===== src/rtl/ext_win_pkg.sv =====
package ext_win_pkg;

    localparam logic [1:0] WMODE_RW = 2'd0;
    localparam logic [1:0] WMODE_RO = 2'd1;
    localparam logic [1:0] WMODE_WO = 2'd2;

    typedef struct packed {
        logic issued;
    } bus_state_t;

    function automatic logic ack_finishes(input logic [1:0] mode,
                                          input logic rd_ack,
                                          input logic wr_ack);
        case (mode)
            WMODE_RO: ack_finishes = rd_ack;
            WMODE_WO: ack_finishes = wr_ack;
            default:  ack_finishes = rd_ack | wr_ack;
        endcase
    endfunction

    function automatic logic dir_allowed(input logic [1:0] mode,
                                         input logic is_write);
        case (mode)
            WMODE_RO: dir_allowed = ~is_write;
            WMODE_WO: dir_allowed = is_write;
            default:  dir_allowed = 1'b1;
        endcase
    endfunction

endpackage


===== src/rtl/win_decode.sv =====
module win_decode
    import ext_win_pkg::*;
#(
    parameter int NW     = 4,
    parameter int ADDR_W = 20,
    parameter int IDX_W  = 2,
    parameter logic [NW*ADDR_W-1:0] WIN_BASE  = '0,
    parameter logic [NW*32-1:0]     WIN_WORDS = '0,
    parameter logic [NW*2-1:0]      WIN_MODE  = '0
) (
    input  logic [ADDR_W-1:0] paddr,
    input  logic              pwrite,
    output logic              hit,
    output logic [IDX_W-1:0]  sel,
    output logic              dir_ok,
    output logic [ADDR_W-3:0] word_off
);
    localparam int WADDR_W = ADDR_W - 2;

    logic [NW-1:0]      in_win;
    logic [WADDR_W-1:0] off [NW];
    logic [63:0]        addr_wide;
    logic               aligned;

    assign addr_wide = 64'(paddr);
    assign aligned   = (paddr[1:0] == 2'b00);

    for (genvar i = 0; i < NW; i++) begin : g_win
        localparam logic [ADDR_W-1:0] BASE_I = WIN_BASE[i*ADDR_W +: ADDR_W];
        localparam logic [63:0] LO_I = 64'(BASE_I);
        localparam logic [63:0] HI_I = LO_I + 64'(WIN_WORDS[i*32 +: 32]) * 64'd4;
        assign in_win[i] = aligned && (addr_wide >= LO_I) && (addr_wide < HI_I);
        assign off[i]    = paddr[ADDR_W-1:2] - BASE_I[ADDR_W-1:2];
    end

    always_comb begin
        sel = '0;
        for (int i = NW - 1; i >= 0; i--) begin
            if (in_win[i]) sel = IDX_W'(i);
        end
    end

    assign hit      = |in_win;
    assign dir_ok   = dir_allowed(WIN_MODE[sel*2 +: 2], pwrite);
    assign word_off = off[sel];

endmodule


===== src/rtl/win_inflight.sv =====
module win_inflight
    import ext_win_pkg::*;
#(
    parameter int NW = 4,
    parameter logic [NW*2-1:0] WIN_MODE = '0,
    parameter logic [NW-1:0]   WIN_ERR  = '0
) (
    input  logic          clk,
    input  logic          rst,
    input  logic [NW-1:0] strb,
    input  logic [NW-1:0] rd_ack,
    input  logic [NW-1:0] wr_ack,
    output logic [NW-1:0] inflight
);
    typedef struct packed {
        logic [NW-1:0] flag;
    } trk_t;

    trk_t          trk_d, trk_q;
    logic [NW-1:0] clr;

    always_comb begin
        trk_d = trk_q;
        for (int i = 0; i < NW; i++) begin
            clr[i] = ack_finishes(WIN_MODE[i*2 +: 2], rd_ack[i], wr_ack[i]);
            if (!WIN_ERR[i])  trk_d.flag[i] = 1'b0;
            else if (clr[i])  trk_d.flag[i] = 1'b0;
            else if (strb[i]) trk_d.flag[i] = 1'b1;
        end
    end

    always_ff @(posedge clk) begin
        if (rst) trk_q <= '0;
        else     trk_q <= trk_d;
    end

    assign inflight = trk_q.flag;

    for (genvar i = 0; i < NW; i++) begin : g_chk
        // a finishing ack beats a simultaneous request
        a_r4_clear_wins: assert property (@(posedge clk) disable iff (rst)
            (strb[i] && clr[i]) |=> !inflight[i]);
        // a request with no finishing ack sets the flag of an error-capable window
        a_r4_set_on_req: assert property (@(posedge clk) disable iff (rst)
            (WIN_ERR[i] && strb[i] && !clr[i]) |=> inflight[i]);
        // the flag only rises after a request
        a_r4_rise_cause: assert property (@(posedge clk) disable iff (rst)
            $rose(inflight[i]) |-> $past(strb[i]));
    end

endmodule


===== src/rtl/ext_mem_err_bridge.sv =====
module ext_mem_err_bridge
    import ext_win_pkg::*;
#(
    parameter int NW     = 4,
    parameter int ADDR_W = 20,
    parameter int DATA_W = 32,
    parameter logic [NW*ADDR_W-1:0] WIN_BASE  = {20'h71000, 20'h70000, 20'h60000, 20'h40000},
    parameter logic [NW*32-1:0]     WIN_WORDS = {32'd256, 32'd256, 32'd1024, 32'd32768},
    parameter logic [NW*2-1:0]      WIN_MODE  = {2'd2, 2'd1, 2'd0, 2'd0},
    parameter logic [NW-1:0]        WIN_ERR   = 4'b1101
) (
    input  logic                 clk,
    input  logic                 rst,
    input  logic                 psel,
    input  logic                 penable,
    input  logic                 pwrite,
    input  logic [ADDR_W-1:0]    paddr,
    input  logic [DATA_W-1:0]    pwdata,
    output logic [DATA_W-1:0]    prdata,
    output logic                 pready,
    output logic                 pslverr,
    output logic [NW-1:0]        mem_req,
    output logic                 mem_write,
    output logic [ADDR_W-3:0]    mem_word,
    output logic [DATA_W-1:0]    mem_wdata,
    input  logic [NW*DATA_W-1:0] mem_rd_data,
    input  logic [NW-1:0]        mem_rd_ack,
    input  logic [NW-1:0]        mem_rd_err,
    input  logic [NW-1:0]        mem_wr_ack,
    input  logic [NW-1:0]        mem_wr_err
);
    localparam int IDX_W = (NW > 1) ? $clog2(NW) : 1;

    logic              dec_hit;
    logic [IDX_W-1:0]  dec_sel;
    logic              dec_dir_ok;
    logic [ADDR_W-3:0] dec_word;

    win_decode #(
        .NW(NW), .ADDR_W(ADDR_W), .IDX_W(IDX_W),
        .WIN_BASE(WIN_BASE), .WIN_WORDS(WIN_WORDS), .WIN_MODE(WIN_MODE)
    ) u_dec (
        .paddr(paddr), .pwrite(pwrite),
        .hit(dec_hit), .sel(dec_sel), .dir_ok(dec_dir_ok), .word_off(dec_word)
    );

    bus_state_t        st_d, st_q;
    logic              access, valid, sel_ack, rd_fail, wr_fail;
    logic              ready_c, err_c;
    logic [DATA_W-1:0] rdata_c;
    logic [NW-1:0]     strb;
    logic [NW-1:0]     infl;

    always_comb begin
        st_d    = st_q;
        access  = psel & penable;
        valid   = access & dec_hit & dec_dir_ok;
        strb    = '0;
        if (valid && !st_q.issued) strb[dec_sel] = 1'b1;
        sel_ack = pwrite ? mem_wr_ack[dec_sel] : mem_rd_ack[dec_sel];
        ready_c = access & (~valid | sel_ack);
        rd_fail = mem_rd_ack[dec_sel] & mem_rd_err[dec_sel] & infl[dec_sel];
        wr_fail = mem_wr_ack[dec_sel] & mem_wr_err[dec_sel];
        err_c   = ready_c & valid & WIN_ERR[dec_sel] & (pwrite ? wr_fail : rd_fail);
        rdata_c = (ready_c && valid && !pwrite) ? mem_rd_data[dec_sel*DATA_W +: DATA_W] : '0;
        if (ready_c)    st_d.issued = 1'b0;
        else if (|strb) st_d.issued = 1'b1;
    end

    always_ff @(posedge clk) begin
        if (rst) st_q <= '0;
        else     st_q <= st_d;
    end

    win_inflight #(
        .NW(NW), .WIN_MODE(WIN_MODE), .WIN_ERR(WIN_ERR)
    ) u_trk (
        .clk(clk), .rst(rst), .strb(strb),
        .rd_ack(mem_rd_ack), .wr_ack(mem_wr_ack), .inflight(infl)
    );

    assign prdata    = rdata_c;
    assign pready    = ready_c;
    assign pslverr   = err_c;
    assign mem_req   = strb;
    assign mem_write = pwrite;
    assign mem_word  = dec_word;
    assign mem_wdata = pwdata;

    // error response only with completion
    a_r8_err_with_ready: assert property (@(posedge clk) disable iff (rst)
        pslverr |-> pready);
    // at most one window requested, never two cycles in a row
    a_r1_onehot_req: assert property (@(posedge clk) disable iff (rst)
        $onehot0(mem_req));
    a_r1_single_pulse: assert property (@(posedge clk) disable iff (rst)
        (|mem_req) |=> !(|mem_req));
    // unusable address finishes at once, silently
    a_r3_miss_done: assert property (@(posedge clk) disable iff (rst)
        (psel && penable && !(dec_hit && dec_dir_ok)) |->
        (pready && !pslverr && mem_req == '0 && prdata == '0));
    // plain windows never report
    a_r7_plain_silent: assert property (@(posedge clk) disable iff (rst)
        (psel && penable && dec_hit && !WIN_ERR[dec_sel]) |-> !pslverr);

endmodule


===== config.mk =====
export PLATFORM = sky130hd
export DESIGN_NAME = ext_mem_err_bridge
export DESIGN_NICKNAME = d
export VERILOG_FILES = /design/src/rtl/ext_win_pkg.sv /design/src/rtl/win_decode.sv /design/src/rtl/win_inflight.sv /design/src/rtl/ext_mem_err_bridge.sv
export SDC_FILE = /design/constraint.sdc
export NUM_CORES = 1
export LEC_CHECK = 0
export ABC_AREA = 1
export BUFFER_PORTS_ARGS = -buffer_cell sky130_fd_sc_hd__buf_2
export CORE_AREA = 4 4 109 111
export DETAILED_ROUTE_END_ITERATION = 8
export DIE_AREA = 0 0 113 115
export PLACE_DENSITY = 0.59
export SYNTH_ARGS = -nofsm -noshare
export SYNTH_HDL_FRONTEND = slang
export SYNTH_SLANG_ARGS = --single-unit

===== constraint.sdc =====
create_clock -name clk -period 2 [get_ports clk]
set_clock_uncertainty 0.1 [all_clocks]
set_input_delay 0.2 -clock clk [delete_from_list [all_inputs] [get_ports clk]]
set_output_delay 0.2 -clock clk [all_outputs]
set_load 0.005 [all_outputs]

==> Yosys cells after proc, flatten, opt, wreduce, memory -nomap -nowiden <==
Cells that the tools add are included.
{ "totals": {"out_inout_bits": 89, "input_bits": 201, "ff_bits": 5} }
{ "op_classes": {"n_reduce_logical": 21, "n_eq_ne": 2, "mux": 26, "n_addsub": 4, "bitwise_logic": 15, "n_shift": 2, "order_cmp": 11} }
{ "op_table": {"columns": ["op", "count"], "rows": [
  ["$shiftx A128 B8 Y32", 1],
  ["$ge A20 B19 Y1 const B", 4],
  ["$lt A20 B19 Y1 const B", 4],
  ["$sub A18 B17 Y18 const B", 4],
  ["$bmux W18 S2", 1],
  ["$mux W18", 2],
  ["$mux W32", 1],
  ["$bmux W1 S2", 6],
  ["$logic_and A1 B1 Y1", 12],
  ["$and A1 B1 Y1", 10],
  ["$mux W1", 9],
  ["$mux W2", 4],
  ["$reduce_or A2 Y1", 4],
  ["$reduce_or A4 Y1", 2],
  ["$shiftx A8 B4 Y2 const A", 1],
  ["$mux W4", 1],
  ["$ge A3 B3 Y1 const B", 1],
  ["$lt A2 B3 Y1 const B", 1],
  ["$not A2 Y3", 1],
  ["$demux W1 S2", 1],
  ["$eq A2 B1 Y1 const B", 1],
  ["$eq A2 B2 Y1 const B", 1],
  ["$ge A2 B1 Y1 const B", 1],
  ["$logic_not A1 Y1", 2],
  ["4 further kinds", 6]
]} }

==> Logic depth before layout (Yosys ltp) <==
Gate-level depths: netlist of run 1.
{ "depth": {"ltp_word": 17, "ltp_mapped": 20, "mapped_depth_nobuf": 18} }

==> Modules after synthesis <==
From an unflattened synthesis of run 1, not the netlist that was laid out.
{ "hier_totals": {"hier_cells": 400, "area_unflattened_um2": 2157.1} }
{ "by_module_without_submodules": {"columns": ["mod", "area_per_inst_um2", "cells_each", "n_inst", "seq_area_each_um2"], "rows": [
  ["ext_mem_err_bridge", 1345.0, 256, 1, 20.0],
  ["win_decode", 694.4, 128, 1, 0.0],
  ["win_inflight", 117.6, 16, 1, 60.1]
]} }

==> Least setup slack after synthesis of run 1 <==
OpenSTA, ideal clock, no wires.
{ "synth_timing": {"kind": "input to output", "startpoint": "input port paddr[19]", "endpoint": "output port prdata[13]", "arrival_ns": 1.940, "path_buffers": 2, "path_stages": 17, "slack_ns": -0.240, "cell_sequence": "buf_6 -> inv_1 -> ha_1 -> nand2_1 -> inv_2 -> nor2_2 -> nand3_1 -> inv_2 -> nand2_4 -> nand2_4 -> inv_4 -> nand2_2 -> nor2_2 -> nor3_4 -> nand4_4 -> buf_6 -> nor2_1"} }
{ "synth_via": {"elab_chain_cells": 17, "word_cells_on_any_way": 39, "cone_classes": "8 x order compare; 2 x eq/ne; 2 x shift; 11 x mux; 5 x bitwise; 11 x reduce/logical"} }
{ "synth_lines": {"columns": ["item", "line_no", "text"], "rows": [
  ["from (decl)", "ext_mem_err_bridge.sv:17", "input logic [ADDR_W-1:0] paddr,"],
  ["$ge A20 B19 Y1", "win_decode.sv:32", "assign in_win[i] = aligned && (addr_wide >= LO_I) && (addr_wide < HI_I);"],
  ["$logic_and A1 B1 Y1 (2 in a row)", "win_decode.sv:32", null],
  ["$mux W2 (4 in a row)", "win_decode.sv:39", "if (in_win[i]) sel = IDX_W'(i);"],
  ["$shiftx A8 B4 Y2", "win_decode.sv:44", "assign dir_ok = dir_allowed(WIN_MODE[sel*2 +: 2], pwrite);"],
  ["$eq A2 B2 Y1 / $eq A2 B1 Y1 (equally long branches)", "ext_win_pkg.sv:23", "case (mode)"],
  ["$pmux W1 S2", "ext_win_pkg.sv:23", null],
  ["$and A1 B1 Y1", "ext_mem_err_bridge.sv:57", "valid = access & dec_hit & dec_dir_ok;"],
  ["$not A1 Y1", "ext_mem_err_bridge.sv:61", "ready_c = access & (~valid | sel_ack);"],
  ["$or A1 B1 Y1", "ext_mem_err_bridge.sv:61", null],
  ["$and A1 B1 Y1", "ext_mem_err_bridge.sv:61", null],
  ["$logic_and A1 B1 Y1 (2 in a row)", "ext_mem_err_bridge.sv:65", "rdata_c = (ready_c && valid && !pwrite) ? mem_rd_data[dec_sel*DATA_W +: DATA_W] : '0;"],
  ["$mux W32 (*)", "ext_mem_err_bridge.sv:65", null],
  ["to (decl)", "ext_mem_err_bridge.sv:19", "output logic [DATA_W-1:0] prdata,"]
]} }
Every way passes the cells marked *; elsewhere a longest branch is shown, timed or not. The select of a mux whose other input is x is not followed.

==> Final worst setup path of run 1 <==
{ "layout_timing": {"startpoint": "input port paddr[17]", "endpoint": "output port prdata[19]"} }
Same word-level chain as after synthesis.

==> impl_metrics.ini, run 1 <==
[status]
run_status = finished, violations left
failed_checks = setup timing

[critical_path]
reg2reg_to = u_trk.inflight[3]
end_kind = primary output
crit_family = buffers and inverters
slowest_delay_ns = 0.18
r2r_cells = 4
cp_cell_sequence = buf_6, inv_2, ha_1, nand2_1, nor2_1, nand3_1, nand2_1, nand2_2, buf_4, inv_2, a31oi_4, buf_6, inv_6, buf_12, buf_12, nand2_2, nand3_2, a21oi_2, nor2_4, buf_2
start_kind = primary input
critPathMaxFanout = 7
r2r_start = st_q
worstPathRequired_ns = 1.70
crit_slowest_cell = ha_1
crit_buf_inv = 9
path_class = primary input to primary output
cp-startpoint = paddr[17]
cp.arrival_ns = 2.16
rrSetupSlack_ns = 1.04

[drt]
drt_iter0_markers = 139
routed_wl_um = 12550
vias_per_cell = 4.482
num_vias = 3859
drcViolationCount = 0
postRouteAntennaNets = 0
drtPass1Iterations = 4
post_drt_wl_per_cell_um = 14.57

[floorplan]
row_count = 38
initial_core_util_pct = 22.98
design.core.area_mm2 = 0.01079
ios = 290
die_h_um = 115
die_w_um = 113
die-area_mm2 = 0.01300

[timing]
setup_viol = 46
holdWs_ns = 0.1428
rsz0062_at_grt = true
fin_ws_ns = -0.4555
max_freq_mhz = 407.2
post-route-period-util_pct = 122.8
tightestPinTransition_ns = 0.2685
finalCriticalPeriod_ns = 2.456
slew_headroom_pct = 82.10
hold_viol = 0
finalMaxSlewViolations = 0

[pwr]
peakVddDrop_mv = 0.1803
power.density_mw_per_mm2 = 205.9
leakagePower_nw = 2.635
total_power_w = 0.001024

[logic_synthesis]
syn-cell-area_mm2 = 0.002480
syn_inst = 471
synth.top_cell.area_share_pct = 22.10
synth_area_leaders = nand2_1 (22%), buf_4 (14%), nand3_1 (10%)
synth_top_area_cell = nand2_1
ys_seq_area_share_pct = 3.229
synth_fp_nets = 682
synth_cell_type_count = 34
ys_seq_elements = 4
syn_area_per_cell_um2 = 5.265
yosysWarningCount = 0

[cells_and_area]
layout_commonest_cell = buf_2
final_cell_mix = buf_2 (217), nand2_1 (123), buf_4 (57)
fin_util_pct = 46.09
antenna_cells = 0
instances_no_fill = 861
drive_gt1_share_pct = 65.33
fin_nets = 934
syn2layout_area_growth_pct = 100.6

[clocking]
clkSinkCount = 4
root_buffer = clkbuf_8
cts_tree = yes
path_clk_slew_ns = 0.03
h-tree-depth = 1
cts.hold.buffers_added = 0
clk_path_buf_depth = 2
clock_latency_ns = 0.22
cts_made_buffers = 3

[job]
maxCapViolations = 0

[global_routing]
grt_overflow = 0
antenna_found_initial = 0
grt_util_all_layers_pct = 16.95
grt_pass1_vias = 3804
grt_max_degree = 29
grt_pass1_wl_um = 18210

[hold_path]
hp-class = primary input to flop
min_path_cells = 3
hold_end = u_trk.inflight[3]
min_from = rst

[place]
gp_congestion = 0.8280
io_buffers = 224
place_inst = 832
pre_cts_ws_ns = -0.5637
dpl.hpwl_um = 9552
synth_stat cells:
cell type / instances
a211oi_1: 1
a21oi_1: 41
a21oi_2: 1
a31oi_2: 1
buf_1: 1
buf_2: 4
buf_4: 45
buf_6: 6
clkbuf_1: 5
dfxtp_1: 4
ha_1: 10
inv_1: 36
inv_2: 5
inv_4: 2
nand2_1: 146
nand2_2: 6
nand2_4: 3
nand3_1: 52
nand3_2: 1
nand4_1: 1
nand4_4: 1
nor2_1: 52
nor2_2: 24
nor2_4: 2
nor3_1: 1
nor3_4: 2
o211ai_1: 1
o21ai_0: 8
o21ai_1: 4
o22ai_1: 1
or2_1: 1
or2_2: 1
xnor2_1: 1
xor2_1: 1
kinds of logic (layout without fill, tap and decap cells):
group	Yosys count	after routing	share of synthesized area (%)
xor gates and xnor gates	2	2	0.7065
and+or+nand+nor	293	293	53.83
AOI/OAI and AO/OA	58	58	12.41
adders and majority gates	10	10	5.045
buffers and inverters	104	354	24.77
DFF	4	4	3.229
per-stage QoR:
step | area (um2) | TNS, ns
5_1_grt | 4975 | -22.68
3_5_place_dp | 4050 | -21.34
6_report | 4975 | -16.41
3_3_place_gp | 4050 | -21.98
2_1_floorplan | 2711 | -6.148
4_1_cts | 4567 | -16.23
layer usage:
layer | vias up | global-route usage (%) | share of wire (%)
li1 | 1949 | - | -
met2 | 184 | 29.82 | 51
met5 | - | 0 | 0
met1 | 1706 | 21.16 | 40
met3 | 20 | 4.000 | 8.6
met4 | 0 | 3.526 | 1.3
registers in the layout (all words and copies together) (netlist names):
| name | count |
|---|---|
| u_trk.inflight | 3 |
| st_q | 1 |
worst register-to-register path, cell delays in order (launching register included):
cell and delay (ns):
dfxtp_1 0.32, nor2_4 0.16, nand2_1 0.09, buf_4 0.13
a21oi_1 0.10
repair_timing:
item                       4_1_cts  5_1_grt
buffers inserted                15        9
setup endpoints to repair       48       49
resized for setup               83       84
hold endpoints to repair         0        0
cloned                           3        2
pin swaps                       28       12
report_power, final:
part,total (W),switching (W),internal [W]
combinational,0.000774,0.000389,0.000385
clock,0.000168,0.0000402,0.000128
sequential,0.0000819,0.000000646,0.0000812
how the worst max path moves through the flow:
stage,to,slack [ns],depth (start not counted)
3_5_place_dp,mem_word[15],-0.56,15
6_report,prdata[19],-0.46,20
2_1_floorplan,prdata[10],-0.19,17
3_3_place_gp,prdata[1],-0.63,16
4_1_cts,prdata[5],-0.44,18
5_1_grt,prdata[12],-0.56,18
area by class of cell:
class	instances	area [um2]
clock buffers	3	41.29
fillers	1110	5818
inverters	43	206.4
flip-flops and latches	4	80.08
repair buffers	308	2043
multi-input cells	363	2429
well taps	140	175.2
No activity file was read; power rests on OpenSTA's default activity.
==> run 2: changes to the inputs <==
Settings changed: PLACE_DENSITY 0.59 to 0.57.
Clock period 2 ns to 3 ns, I/O delays scaled along.
==> run 2 against run 1 <==
The flow now finishes without violations. Sequential share of layout area rose by 0.64 points. Clock power decreased by 32%. Combinational power shrank 55%. Utilization fell by 13 points. Critical path depth shrank 4. Register-to-register slack better by 1.1 ns. Die area unchanged. First-iteration DRC count is 5.0% higher. Cell area down 29%. Highest routed layer is now met5.
==> impl_metrics.ini, run 2 (synthesized netlist as in run 1, its figures left out) <==
[pwr]
total_power_w = 0.0005137
peakVddDrop_mv = 0.1350
leakagePower_nw = 2.075
power.density_mw_per_mm2 = 144.6

[global_routing]
grt_pass1_vias = 3227
grt_pass1_wl_um = 15930
grt_max_degree = 35
antenna_found_initial = 1
grt_overflow = 0
grt_util_all_layers_pct = 14.83

[hold_path]
hold_end = u_trk.inflight[3]
min_from = rst
hp-class = primary input to flop
min_path_cells = 3

[critical_path]
r2r_cells = 3
slowest_delay_ns = 0.24
crit_buf_inv = 5
reg2reg_to = u_trk.inflight[3]
crit_family = simple AND/OR/NAND/NOR gates
rrSetupSlack_ns = 2.10
r2r_start = st_q
worst-path-stages = 16
worstPathRequired_ns = 2.60
cp.arrival_ns = 2.35
critPathMaxFanout = 32
end_kind = primary output
crit_slowest_cell = nor3_4
path_class = primary input to primary output
start_kind = primary input
cp_cell_sequence = buf_2, inv_1, ha_1, nand2_1, inv_1, nand2_1, nand3_1, a21oi_4, nor2_4, nand2_2, nor2_2, nor3_4, nand4_4, buf_12, nor2_1, buf_2

[floorplan]
die_w_um = 113
initial_core_util_pct = 22.98
design.core.area_mm2 = 0.01079
ios = 290
die_h_um = 115
row_count = 38
die-area_mm2 = 0.01300

[drt]
vias_per_cell = 4.357
postRouteAntennaNets = 0
drt_iter0_markers = 146
num_vias = 3433
post_drt_wl_per_cell_um = 13.38
drtPass1Iterations = 4
drcViolationCount = 0
routed_wl_um = 10550

[place]
pre_cts_ws_ns = 0.09010
gp_congestion = 0.8171
io_buffers = 224
dpl.hpwl_um = 9022
dpl_cell_area_mm2 = 0.003466

[timing]
hold_viol = 0
finalCriticalPeriod_ns = 2.748
setup_viol = 0
tightestPinTransition_ns = 0.2932
max_freq_mhz = 364.0
fin_ws_ns = 0.2525
rsz0062_at_grt = false
finalMaxSlewViolations = 0
final.setup.tns_ns = 0
slew_headroom_pct = 80.32
post-route-period-util_pct = 91.58

[clocking]
clk_path_buf_depth = 2
path_clk_slew_ns = 0.03
clkSinkCount = 4
root_buffer = clkbuf_8
h-tree-depth = 1
cts_made_buffers = 3
cts_tree = yes
clock_latency_ns = 0.22

[cells_and_area]
fin_area_mm2 = 0.003553
syn2layout_area_growth_pct = 43.29
seq_area_um2 = 80.08
antenna_cells = 0
drive_gt1_share_pct = 44.75
final_cell_mix = buf_2 (224), nand2_1 (144), nand3_1 (52)
multi_input_area_mm2 = 0.001819
layout_commonest_cell = buf_2
fin_nets = 861
nFillCells = 1265
largest_reg_flops = 3

[job]
maxCapViolations = 0

[status]
run_status = finished, final reports clean
-- run 2: cell types whose count changed in the layout (fill, tap and decap cells not counted), sizes merged --
cell,previous run,this run
buf,306,235
clkbuf,5,3
-- run 2: power breakdown --
| group | total (W) | internal [W] | switching (W) |
|---|---|---|---|
| registers | 0.0000545 | 0.0000541 | 0.000000316 |
| clock network | 0.000114 | 0.0000856 | 0.0000286 |
| logic | 0.000345 | 0.000164 | 0.000181 |
| total | 0.000514 | 0.000304 | 0.000210 |
-- run 2: routing by layer --
| layer | share of wire, % | wire length, um | track usage [%] |
|---|---|---|---|
| met5 | 0.066 | 7 | 0 |
| met3 | 7.6 | 804 | 3.526 |
| met1 | 41 | 4330 | 18.63 |
| met2 | 51 | 5369 | 26.66 |
| met4 | 0.31 | 33 | 1.603 |
-- run 2: final cells by class --
cell class,instances,area share [%]
Timing Repair Buffer,235,35.63
Tap cell,140,4.930
Inverter,43,4.824
Multi-Input combinational cell,363,51.20
Sequential cell,4,2.254
Clock buffer,3,1.162
-- run 2: timing repair --
| action | CTS | global route |
|---|---|---|
| hold buffers | 0 | 0 |
| setup buffers | 0 | 1 |
| setup endpoints to repair | 0 | 37 |
| resized for setup | 0 | 9 |
-- run 2: tightest hold or removal path, cell delays in order --
cell and delay, ns:
buf_2 0.08, or2_2 0.09, a21oi_1 0.03
-- run 2: through the flow --
stage / cells / hold WS [ns] / utilization [%]
CTS: 787 / 0.2297 / 32.49
global placement: 784 / 0.3382 / 32.11
finish: 788 / 0.2367 / 32.92
floorplan: 471 / 0.3253 / -
global route: 788 / 0.2315 / 32.92
detailed placement: 784 / 0.3410 / 32.11
-- run 2: worst max-delay path by stage --
stage,startpoint,end,slack [ns]
final,paddr[12],prdata[31],0.25
after global routing,paddr[12],prdata[28],0.005
after CTS,paddr[19],prdata[3],0.09
after detailed placement,paddr[19],prdata[3],0.09
after global placement,paddr[19],prdata[3],0.13
after floorplan,paddr[19],prdata[13],0.56
==> run 3: changes to the inputs <==
Settings changed: BUFFER_PORTS_ARGS -buffer_cell sky130_fd_sc_hd__buf_2 to not set, CORE_AREA 4 4 109 111 to 4 4 111 113, DIE_AREA 0 0 113 115 to 0 0 115 117, DONT_BUFFER_PORTS set to 1, PLACE_DENSITY 0.57 to 0.33.
==> run 3 against run 2 <==
Maximum frequency fell by 0.30%. Power fell by 11%. Highest routed layer is now met4. Combinational power fell by 42%. Largest cell class unchanged.
==> impl_metrics.ini, run 3 (synthesized netlist as in run 1, its figures left out) <==
[timing]
setup_viol = 0
finalMaxSlewViolations = 0
post-route-period-util_pct = 91.86
hold_viol = 0
fin_ws_ns = 0.2443
slew_headroom_pct = 73.75
final.setup.tns_ns = 0
tightestPinTransition_ns = 0.3937
rsz0062_at_grt = false
finalCriticalPeriod_ns = 2.756
max_freq_mhz = 362.9
holdWs_ns = 0.1337

[pwr]
clkPwrFrac_pct = 44.6
leakagePower_nw = 1.159
p_int_w = 0.0002950
power.density_mw_per_mm2 = 188.2
total_power_w = 0.0004589
peakVddDrop_mv = 0.1778
swShare_pct = 35.72
seqPwrFrac_pct = 11.9
p_sw_w = 0.0001639
p_comb_share_pct = 43.6

[floorplan]
row_count = 39
die_h_um = 117
initial_core_util_pct = 21.91
design.core.area_mm2 = 0.01132
die-area_mm2 = 0.01346
ios = 290
die_w_um = 115

[drt]
postRouteAntennaNets = 0
vias_per_cell = 4.759
drt_iter0_markers = 106
drtPass1Iterations = 4
post_drt_wl_per_cell_um = 16.83
num_vias = 2722
routed_wl_um = 9626
drcViolationCount = 0

[global_routing]
grt_pass1_vias = 2633
antenna_found_initial = 0
grt_pass1_wl_um = 13810
grt_util_all_layers_pct = 12.79
grt_overflow = 0
grt_max_degree = 37

[clocking]
clk_path_buf_depth = 2
path_clk_slew_ns = 0.03
cts_setup_buffers = 0
h-tree-depth = 1
root_buffer = clkbuf_16
cts_tree = yes
clock_latency_ns = 0.22
cts_made_buffers = 3
clkSinkCount = 4

[cells_and_area]
final_cell_mix = nand2_1 (145), nor2_1 (52), nand3_1 (52)
fin_nets = 642
instances_no_fill = 572
antenna_cells = 0
drive_gt1_share_pct = 16.08
largest_reg_flops = 3
layout_commonest_cell = nand2_1
syn2layout_area_growth_pct = -1.665

[hold_path]
min_path_cells = 2
hp-class = primary input to flop
min_from = rst

[critical_path]
critPathCapture = prdata[23]
path_class = primary input to primary output
worstPathRequired_ns = 2.60
rrSetupSlack_ns = 2.10
critPathMaxFanout = 32
r2r_start = st_q
end_kind = primary output
reg2reg_to = u_trk.inflight[0]
r2r_cells = 3
cp-startpoint = paddr[19]
cp.arrival_ns = 2.36
start_kind = primary input

[place]
dpl.hpwl_um = 8302
place_inst = 569
gp_congestion = 0.8615
io_buffers = 0
pre_cts_ws_ns = 0.1298

[status]
run_status = finished, final reports clean

[job]
maxCapViolations = 0
-- run 3: cell types whose count changed in the layout (fill, tap and decap cells not counted), sizes merged --
cell    delta
inv        +1
clkinv     -1
buf      -219
-- run 3: how the worst min path moves through the flow --
stage / end / slack, ns
floorplan: u_trk.inflight[2] / 0.33
global placement: u_trk.inflight[2] / 0.33
detailed placement: u_trk.inflight[2] / 0.34
CTS: u_trk.inflight[3] / 0.13
global route: u_trk.inflight[3] / 0.14
finish: u_trk.inflight[3] / 0.13
-- run 3: area by class of cell --
type	instances	area, um2
Tap cell	143	178.9
Multi-Input combinational cell	363	1788
Inverter	43	171.4
Clock buffer	3	75.07
Fill cell	1373	8882
Timing Repair Buffer	16	145.1
Sequential cell	4	80.08
-- run 3: layer usage --
layer	routed length, um	track usage (%)
met1	3854	16.77
met2	4851	22.11
met3	820	2.571
met4	99	2.034
met5	0	0
-- run 3: what timing repair did --
item | 4_1_cts | 5_1_grt
resized for setup | 0 | 4
hold buffers | 0 | 0
setup endpoints to repair | 0 | 14
-- run 3: metrics by stage --
step | util [%] | area (um2)
finish | 21.54 | 2439
global route | 21.54 | 2439
CTS | 21.47 | 2431
detailed placement | 20.81 | 2356
global placement | 20.81 | 2356
floorplan | - | 2480
-- run 3: power groups by stage --
stage | clock network (W) | logic, W | registers [W]
after floorplan | 0 | 0.000205 | 0.0000551
after global placement | 0 | 0.000201 | 0.0000552
after detailed placement | 0 | 0.000203 | 0.0000552
after CTS | 0.000208 | 0.000203 | 0.0000545
after global routing | 0.000217 | 0.000229 | 0.0000545
final | 0.000204 | 0.000200 | 0.0000545
-- run 3: critical path: stages --
cell     delay (ns)
inv_1          0.07
ha_1           0.17
nand2_1        0.07
inv_2          0.09
nand3_1        0.09
nor2_1         0.09
nand2_1        0.05
nand2_1        0.08
nand2_1        0.11
a31oi_2        0.37
nor2_1         0.10
nor2_2         0.16
nand4_4        0.12
buf_12         0.19
nor2_1         0.12
buf_4          0.13
